File: src/rtl/secs_rtc.sv
module secs_rtc #(
  parameter int DIV_W    = 20,
  parameter int CNT_W    = 32,
  parameter int RST_LOAD = 32767
) (
  input  logic             clk,
  input  logic             rst_n,
  input  logic             wr_en,
  input  logic [1:0]       wr_addr,
  input  logic [CNT_W-1:0] wr_data,
  output logic [DIV_W-1:0] div_q,
  output logic [CNT_W-1:0] count_q,
  output logic [2:0]       flags_q,
  output logic             tick,
  output logic             irq
);
  localparam logic [DIV_W-1:0] RST_DIV = DIV_W'(RST_LOAD);

  logic [DIV_W-1:0] load_q;
  logic [CNT_W-1:0] alarm_q;
  logic [2:0]       en_q;
  logic [CNT_W-1:0] cnt_inc;
  logic [2:0]       evt, clr;
  logic             wr_load, wr_cnt, wr_alm, wr_ctl;

  assign wr_load = wr_en && (wr_addr == 2'd0);
  assign wr_cnt  = wr_en && (wr_addr == 2'd1);
  assign wr_alm  = wr_en && (wr_addr == 2'd2);
  assign wr_ctl  = wr_en && (wr_addr == 2'd3);

  assign tick    = (div_q == '0);
  assign cnt_inc = count_q + CNT_W'(1);

  assign evt[0] = tick;
  assign evt[1] = tick && !wr_cnt && (&count_q);
  assign evt[2] = tick && !wr_cnt && (cnt_inc == alarm_q);
  assign clr    = wr_ctl ? wr_data[10:8] : 3'b000;

  assign irq = |(flags_q & en_q);

  always_ff @(posedge clk or negedge rst_n) begin
    if (!rst_n) begin
      load_q <= RST_DIV;
      div_q  <= RST_DIV;
    end else if (wr_load) begin
      load_q <= wr_data[DIV_W-1:0];
      div_q  <= wr_data[DIV_W-1:0];
    end else if (tick) begin
      div_q  <= load_q;
    end else begin
      div_q  <= div_q - DIV_W'(1);
    end
  end

  always_ff @(posedge clk or negedge rst_n) begin
    if (!rst_n)      count_q <= '0;
    else if (wr_cnt) count_q <= wr_data;
    else if (tick)   count_q <= cnt_inc;
  end

  always_ff @(posedge clk or negedge rst_n) begin
    if (!rst_n) begin
      alarm_q <= '0;
      en_q    <= '0;
      flags_q <= '0;
    end else begin
      if (wr_alm) alarm_q <= wr_data;
      if (wr_ctl) en_q    <= wr_data[2:0];
      flags_q <= (flags_q & ~clr) | evt;
    end
  end
endmodule

File: config.mk
export PLATFORM = sky130hd
export DESIGN_NAME = secs_rtc
export DESIGN_NICKNAME = d
export VERILOG_FILES = /design/src/rtl/secs_rtc.sv
export SDC_FILE = /design/constraint.sdc
export NUM_CORES = 1
export LEC_CHECK = 0
export BUFFER_PORTS_ARGS = -buffer_cell sky130_fd_sc_hd__buf_2
export CORE_MARGIN = 3
export CORE_UTILIZATION = 50
export DETAILED_ROUTE_END_ITERATION = 10
export PLACE_DENSITY_LB_ADDON = 0.2
export SLEW_MARGIN = 25
export SYNTH_ARGS = -nofsm -noshare
export SYNTH_HDL_FRONTEND = slang
export SYNTH_SLANG_ARGS = --single-unit
File: constraint.sdc
create_clock -name clk -period 2.45 [get_ports clk]
set_clock_uncertainty 0.15 [all_clocks]
set_input_delay 0.49 -clock clk [delete_from_list [all_inputs] [get_ports clk]]
set_output_delay 0.49 -clock clk [all_outputs]
set_load 0.02 [all_outputs]
# Yosys cells after proc, flatten, opt, wreduce, memory -nomap -nowiden
# Index checks and enable logic that the tools add are counted.
dict set report totals {
  inputBits 37
  word_cells 34
  regBits 110
  out_inout_bits 57
}
dict set report classes {
  muxes 5
  n_reduce_logical 13
  add_sub_neg 2
  n_eq_ne 4
  bitwise 4
}
# op count
set ops {}
lappend ops {{32-bit 2-to-1 mux} 2}
lappend ops {{20-bit 2-to-1 mux} 2}
lappend ops {{32-bit by 1-bit adder with 32-bit output (second input constant)} 1}
lappend ops {{32-bit equality test} 1}
lappend ops {{32-bit AND reduction} 1}
lappend ops {{20-bit logical NOT} 1}
lappend ops {{20-bit by 1-bit subtractor with 20-bit output (second input constant)} 1}
lappend ops {{1-bit logical AND} 7}
lappend ops {{3-bit AND} 2}
lappend ops {{2-bit equality test (second input constant)} 2}
lappend ops {{3-bit 2-to-1 mux} 1}
lappend ops {{3-bit inverter} 1}
lappend ops {{3-bit bitwise OR} 1}
lappend ops {{3-bit OR reduction} 1}
lappend ops {{2-bit by 1-bit equality test with 1-bit output (second input constant)} 1}
lappend ops {{2-bit logical NOT} 1}
lappend ops {{2-bit nonzero test} 1}
lappend ops {{1-bit logical NOT} 1}

# Depth between registers and ports, before layout
# Gate-level depths: netlist of the first run.
dict set report logic_depth {
  ltp_word 6
  depth_mapped 11
  depth_no_buf 10
}

# Worst setup path before layout of the first run
# Ideal clock, no wire load.
dict set report synth_path {
  path_kind {reg2reg}
  startpoint {reg count_q[0]}
  endpoint {reg flags_q[2]}
  n_path_buf 0
  setup_ns 0.095
  synth_period_minus_slack_ns 2.786
  required_time_ns 2.205
  arrival_ns 2.540
  path_stages_with_launch 9
  path_slack_ns -0.336
  cell_sequence {dfrtp_1 > ha_1 > nand3_4 > or4_4 > or4_1 > nand2_1 > a32o_2 > nand4_1 > o31ai_1}
}
dict set report synth_between {
  elab_chain_cells 4
}
# item line
set synth_rtl {}
lappend synth_rtl {{start, declared} 12} ;# output logic [CNT_W-1:0] count_q,
lappend synth_rtl {{start signal, assigned} 57} ;# else if (wr_cnt) count_q <= wr_data;
lappend synth_rtl {{start signal, assigned} 58} ;# else if (tick) count_q <= cnt_inc;
lappend synth_rtl {{32-bit by 1-bit adder with 32-bit output} 32} ;# assign cnt_inc = count_q + CNT_W'(1);
lappend synth_rtl {{32-bit equality test} 36} ;# assign evt[2] = tick && !wr_cnt && (cnt_inc == alarm_q);
lappend synth_rtl {{1-bit logical AND} 36}
lappend synth_rtl {{3-bit bitwise OR} 69} ;# flags_q <= (flags_q & ~clr) | evt;
lappend synth_rtl {{end signal, assigned} 69}
lappend synth_rtl {{end, declared} 13} ;# output logic [2:0] flags_q,
# Every way passes these cells.
# A chain may end at the register's enable or synchronous reset.

# Worst setup path in the final report of the first run
dict set report layout_path {
  startpoint {reg div_q[14]}
  endpoint {out tick}
}
dict set report layout_between {
  elab_chain_cells 1
}
# item line
set layout_rtl {}
lappend layout_rtl {{start, declared} 11} ;# output logic [DIV_W-1:0] div_q,
lappend layout_rtl {{start signal, assigned} 47} ;# div_q <= wr_data[DIV_W-1:0];
lappend layout_rtl {{start signal, assigned} 49} ;# div_q <= load_q;
lappend layout_rtl {{start signal, assigned} 51} ;# div_q <= div_q - DIV_W'(1);
lappend layout_rtl {{20-bit logical NOT} 31} ;# assign tick = (div_q == '0);
lappend layout_rtl {{end, declared} 14} ;# output logic tick,
# Every way passes these cells.

==> run summary, run 1 <==
peak supply drop: 0.698 mV
period utilization: 104%
cell-internal power: 4180 uW
Worst Setup End Kind: output port
final setup fails: 2
Max Freq: 0.391 GHz
Bufs on Longest Clock Path: 2
Starting Density: 52.4%
DP HPWL: 12700 um
failing checks: negative setup slack
layout cell share with drive strength beyond 1: 36.2%
CTS Buf Count: 9
worst-margin pin slew: 663 ps
clock slew at reported path FFs: 70 ps
post-route setup slack: -106 ps
via count: 5465
commonest cells after routing, fill and taps aside: nand2_1 (112), buf_2 (91), buf_4 (78)
Post-Layout Inst Area: 0.00778 mm^2
GRT Util Overall: 26.2%
synthesized instance count: 665
first-pass GRT wire length: 27600 um
Final Net Count: 854
P&R area growth vs syn: 27.4%
Synth Area in Adders: 0.410%
worst-path cell chain: or4_4, nor3_4, nand3_2, inv_2, buf_6, buf_6
Final Power: 6470 uW
Hold WC Path Type: input pin to flip-flop
switching share of power: 35.5%
Routed WL: 17200 um
Seq pwr share: 40.4%
gpl congestion: 0.960
vias in the first global route: 5445
n_diodes: 0
Post-synth EDFFs: 0
post-synth cell types: 55
Synth Area in Compound Gates: 9.40%
PortBufs: 93
final hold violations: 0
Synth Cell Area: 0.00611 mm^2
FFs w/ async S/R, synth: 100%
slowest stage cell, crit path: or4_4
crit path DAT: 1920 ps
Die Y: 117 um
mux contribution to synthesized area: 6.58%
Clk network pwr share: 24.3%
Pins Over Slew Limit: 0
Comb pwr share: 35.3%
WHS: 209 ps
Layout Cells excl Fill: 963
first-iteration detailed-routing DRC count: 375
CP most frequent cell: buf_6
Main synth FF type: dfrtp_1
wire per inst: 17.9 um
TritonRoute pass-1 iters: 5
Static Leak: 0.00336 uW
core area: 0.0117 mm^2
Max-Cap Viols: 0
grt ovf: 0
most common cell after layout, fill and taps aside: nand2_1
placed insts: 938
# clock sinks: 110
Sw Pwr: 2290 uW
CP Max Fanout: 2
die area: 0.0136 mm^2
Boundary Pins: 94
worst reg-to-reg setup slack: -70 ps
status: complete, but fails checks
Startpoint Class: flip-flop
critical setup path kind: flip-flop to output port
syn avg cell area: 9.18 um^2
P per Cell Area: 831 mW/mm^2
drt drc: 0
Detail Route Antenna Nets: 0
Net Count, Synth: 704
Post-Synth Simple-Gate Area: 22.1%
max_slew headroom: 55.8%
Synth warnings: 0
main combinational cell family by area after synthesis: simple AND/OR/NAND/NOR gates
register area share after synthesis: 45.7%
Period minus WS final: 2560 ps
Max H-tree Level: 3
CTS tree: yes
Die Wd: 117 um
initial antenna violation count: 0
DP Area: 0.00721 mm^2
root buffer cell: clkbuf_16
synthesis-stage register bit count: 110
xor and xnor area share after synthesis: 12.6%
Worst Path Required: 1810 ps
Max stage delay on crit path: 540 ps
clk_lat worst skew: 360 ps
vias per inst: 5.67
largest net degree at the start of global routing: 66
RSZ-0062 raised after global routing: true
Rows: 39
[timing repair]
| action | CTS | global route |
|---|---|---|
| setup buffers | 7 | 3 |
| hold buffers | 1 | 0 |
| hold endpoints to repair | 32 | 0 |
| resized for setup | 14 | 24 |
| pin swaps | 5 | 7 |
| setup endpoints to repair | 6 | 25 |
[cell type report]
class                      count  area [um^2]
sequential                   110         2800
inverter                      12         45.0
timing repair buffer         175         1130
tap                          143          179
multi-input combinational    507         3320
clock buffer                  11          233
clock inverter                 5         83.8
fill                         945         3880
[state kept, by name, indices dropped and copies added (netlist names)]
name	flops
alarm_q	32
flags_q	3
div_q	20
count_q	32
load_q	20
en_q	3
[cell usage after synthesis (2+ instances only)]
| cell type | count | area, um^2 |
|---|---|---|
| buf_1 | 4 | 15.0 |
| nor3_1 | 18 | 90.1 |
| nor3b_1 | 2 | 15.0 |
| a31oi_1 | 5 | 31.3 |
| or4_1 | 5 | 37.5 |
| buf_2 | 8 | 40.0 |
| xor2_1 | 31 | 272 |
| and3_1 | 3 | 18.8 |
| nand3_4 | 2 | 35.0 |
| nor2_1 | 68 | 255 |
| mux2i_1 | 3 | 30.0 |
| a21oi_1 | 44 | 220 |
| o21ai_0 | 29 | 145 |
| inv_1 | 12 | 45.0 |
| o41ai_1 | 2 | 17.5 |
| nand4_1 | 18 | 113 |
| nand2b_1 | 3 | 18.8 |
| or4_4 | 2 | 22.5 |
| clkbuf_1 | 22 | 82.6 |
| ha_1 | 2 | 25.0 |
| nand2_1 | 114 | 428 |
| o31ai_1 | 3 | 22.5 |
| or3_1 | 2 | 12.5 |
| mux2_2 | 33 | 372 |
| and2_1 | 2 | 12.5 |
| nand3b_1 | 5 | 37.5 |
| dfrtp_1 | 80 | 2000 |
| a311oi_1 | 2 | 17.5 |
| o211ai_1 | 3 | 22.5 |
| dfstp_2 | 30 | 788 |
| nor4_1 | 12 | 75.1 |
| xnor2_1 | 57 | 499 |
| nand3_1 | 16 | 80.1 |
| or3b_2 | 2 | 17.5 |
[power by group through the flow]
stage | Sequential, uW | Combinational, uW | Clock [uW]
after global routing | 2660 | 2500 | 1670
after detailed placement | 2610 | 2190 | 0
after CTS | 2600 | 2230 | 1610
after global placement | 2590 | 2160 | 0
final | 2610 | 2290 | 1570
after floorplan | 2840 | 1120 | 0
[critical path: cells and delay by family (launching register included)]
family	cells	cell delay (ps)
simple gates	3	860
buf+inv	3	320
flops	1	370
[final timing paths]
check                           startpoint         end  depth (start not counted)
worst min register to register   load_q[4]   load_q[4]                          2
worst max-delay path             div_q[14]        tick                          6
min in group asynchronous            rst_n  flags_q[2]                          2
worst min-delay path            wr_data[6]   load_q[6]                          3
worst max register to register   div_q[14]  flags_q[2]                          8
max in group asynchronous            rst_n  load_q[13]                          3
[per-layer routing]
layer	vias up	global-route usage, %	part of all wire [%]
li1	2594	-	-
met1	2640	36.1	45
met2	198	41.1	46
met3	33	6.84	7.0
met4	0	7.73	1.9
met5	-	0	0
[logic make-up (layout without fill, tap and decap cells)]
family | Yosys count | after routing
DFF | 110 | 110
muxes | 36 | 36
adders and majority gates | 2 | 2
AOI/OAI and AO/OA | 99 | 99
buffers and inverters | 48 | 203
and+or+nand+nor | 282 | 282
xor gates and xnor gates | 88 | 88
[stage by stage]
step	worst slack [ps]	utilization (%)	setup TNS, ps
after global placement	20.6	61.9	0
after detailed placement	-65.7	61.9	-83.4
after CTS	-90.8	65.5	-90.8
after global routing	-162	66.7	-451
after floorplan	-76.0	-	-76.0
final	-106	66.7	-172
No activity file was read; power rests on OpenSTA's default activity.
==> inputs of run 2 (changes only) <==
--- a/config.mk
+++ b/config.mk
@@ -7,3 +7,2 @@
 export LEC_CHECK = 0
-export BUFFER_PORTS_ARGS = -buffer_cell sky130_fd_sc_hd__buf_2
 export CORE_MARGIN = 3
@@ -11,3 +10,5 @@
 export DETAILED_ROUTE_END_ITERATION = 10
+export DONT_BUFFER_PORTS = 1
 export PLACE_DENSITY_LB_ADDON = 0.2
+export SETUP_SLACK_MARGIN = 0.05
 export SLEW_MARGIN = 25
==> constraint.sdc (replaced) <==
create_clock -name clk -period 2.45 [get_ports clk]
set_clock_uncertainty 0.15 [all_clocks]
set_input_delay 0.245 -clock clk [delete_from_list [all_inputs] [get_ports clk]]
set_output_delay 0.245 -clock clk [all_outputs]
set_load 0.02 [all_outputs]
==> run 2 against run 1 <==
  * The run ends with negative hold slack, negative setup slack left
  * Clock-buffer cell count fell by 1
  * Critical path type is now flip-flop to flip-flop
  * Worst hold slack got worse by 780 ps
  * Setup slack improved by 73 ps
  * Flip-flop and latch count unchanged
==> run summary, run 2 (synthesis results as in run 1) <==
status: complete, but fails checks
failing checks: negative hold slack, negative setup slack
TritonRoute pass-1 iters: 5 (unchanged)
core area: 0.0117 mm^2 (unchanged)
Static Leak: 0.00332 uW (-1.4%)
Max-Cap Viols: 0 (unchanged)
CTS Buf Count: 9 (unchanged)
Pins Over Slew Limit: 0 (unchanged)
Max stage delay on crit path: 570 ps (+30 ps)
vias in the first global route: 5284 (-3.0%)
CP bufs+invs: 2 (-1)
clock slew at reported path FFs: 80 ps (about the same)
initial antenna violation count: 0 (unchanged)
CP Max Fanout: 6 (+4)
via count: 5325 (-2.6%)
# clock sinks: 110 (unchanged)
Detail Route Antenna Nets: 0 (unchanged)
wire per inst: 19.0 um (+6.0%)
Worst Setup End Kind: flip-flop
die area: 0.0136 mm^2 (unchanged)
final setup fails: 4 (+2)
Hold WC Path Type: input pin to asynchronous set/reset pin
WHS: -568 ps (-777 ps)
slowest stage cell, crit path: or4_4
Multi-input gate area: 0.00337 mm^2 (+1.6%)
layout cell share with drive strength beyond 1: 30.1% (-6.1 points)
peak supply drop: 0.634 mV (-9.2%)
FILL cells: 940 (-0.53%)
post-route setup slack: -33.7 ps (+72.7 ps)
Starting Density: 52.4% (unchanged)
root buffer cell: clkbuf_16
Period minus WS final: 2480 ps (-72.7 ps)
drt drc: 0 (unchanged)
commonest cells after routing, fill and taps aside: nand2_1 (110), buf_4 (90), dfrtp_1 (75)
Rows: 39 (unchanged)
grt ovf: 0 (unchanged)
Die Y: 117 um (unchanged)
critical path's top delay family: simple AND/OR/NAND/NOR gates
Bufs on Longest Clock Path: 2 (unchanged)
DP HPWL: 12100 um (-5.0%)
max_slew headroom: 53.4% (-2.3 points)
Die Wd: 117 um (unchanged)
worst-margin pin slew: 698 ps (+35.0 ps)
hold_buf cts: 35 (+34)
most common cell after layout, fill and taps aside: nand2_1
CTS tree: yes
CP most frequent cell: or4_4
Max H-tree Level: 3 (unchanged)
P&R area growth vs syn: 29.2%
Sequential cell area: 0.00280 mm^2 (unchanged)
worst-path cell chain: or4_4, nor3_4, nand3_4, inv_4, buf_6, nand2_4, or4_4, a31oi_1
vias per inst: 5.77 (+1.7%)
largest net degree at the start of global routing: 111 (+68%)
P per Cell Area: 817 mW/mm^2 (-1.7%)
largest registers: alarm_q x32, count_q x32
n_diodes: 0 (unchanged)
period utilization: 101% (-3.0 points)
Max Freq: 0.403 GHz (+2.9%)
final hold violations: 110 (+110)
crit path DAT: 2620 ps (+700 ps)
Routed WL: 17500 um (+1.6%)
Final Net Count: 814 (-4.7%)
critical setup path kind: flip-flop to flip-flop
Worst Path Required: 2580 ps (+770 ps)
gpl congestion: 0.917 (-4.5%)
Boundary Pins: 94 (unchanged)
RSZ-0062 raised after global routing: true
Final Power: 6450 uW (-0.35%)
GRT Util Overall: 25.8% (-0.46 points)
PortBufs: 0 (-100%)
clk_lat worst skew: 370 ps (about the same)
first-iteration detailed-routing DRC count: 277 (-26%)
first-pass GRT wire length: 27000 um (-2.0%)
Startpoint Class: flip-flop
run 2: changes by cell type in the layout (fill, tap and decap cells not counted), moves of 3 or more:
cell | before | now
buf_2 | 91 | 0
buf_4 | 78 | 90
buf_6 | 2 | 6
dlygate4sd3_1 | 1 | 35
nand2_4 | 0 | 3
nand3_1 | 15 | 12
nor4_2 | 2 | 5
nor4_4 | 5 | 2
xnor2_1 | 56 | 52
xnor2_2 | 1 | 5
run 2: report_power, final:
part	leakage, uW	internal, uW	total (uW)	switching, uW
combinational	0.00192	977	2220	1240
sequential	0.00124	2270	2590	319
clock	0.000163	932	1640	710
total	0.00332	4180	6450	2270
run 2: layout make-up:
type	count	share of cell area [%]
Multi-Input combinational cell	507	42.7
Sequential cell	110	35.4
Clock inverter	6	1.16
Inverter	12	0.602
Tap cell	143	2.27
Clock buffer	10	3.03
Timing Repair Buffer	135	14.8
run 2: worst paths after layout:
| kind | endpoint | depth (start not counted) | startpoint | slack [ps] |
|---|---|---|---|---|
| max | count_q[28] | 8 | div_q[10] | -30 |
| max reg2reg | count_q[28] | 8 | div_q[10] | -30 |
| min in group clk | en_q[1] | 3 | wr_addr[1] | 110 |
| min | alarm_q[8] | 0 | rst_n | -570 |
| max in group asynchronous | load_q[3] | 0 | rst_n | 2490 |
| min reg2reg | load_q[1] | 2 | load_q[1] | 310 |
run 2: per-stage QoR:
stage	util [%]	instance area, um^2	cells	setup TNS (ps)	setup WS [ps]
final	67.7	7890	923	-92.0	-33.7
after CTS	65.3	7620	915	-38.5	-21.9
after floorplan	-	6140	665	-76.0	-76.0
after global routing	67.7	7890	923	-748	-113
after global placement	58.3	6800	855	-7.62	-7.62
after detailed placement	58.3	6800	855	-65.0	-38.5
run 2: layer usage:
layer | global-route usage (%) | routed length [um] | up-vias
li1 | - | - | 2522
met1 | 34.1 | 7490 | 2615
met2 | 41.1 | 8310 | 168
met3 | 9.33 | 1500 | 20
met4 | 5.49 | 211 | 0
met5 | 0 | 0 | -
run 2: timing repair:
| action | CTS | global route |
|---|---|---|
| setup endpoints to repair | 11 | 27 |
| gates cloned | 0 | 1 |
| pin swaps | 12 | 24 |
| gates resized for setup | 16 | 42 |
| setup buffers | 9 | 7 |
| hold endpoints to repair | 220 | 110 |
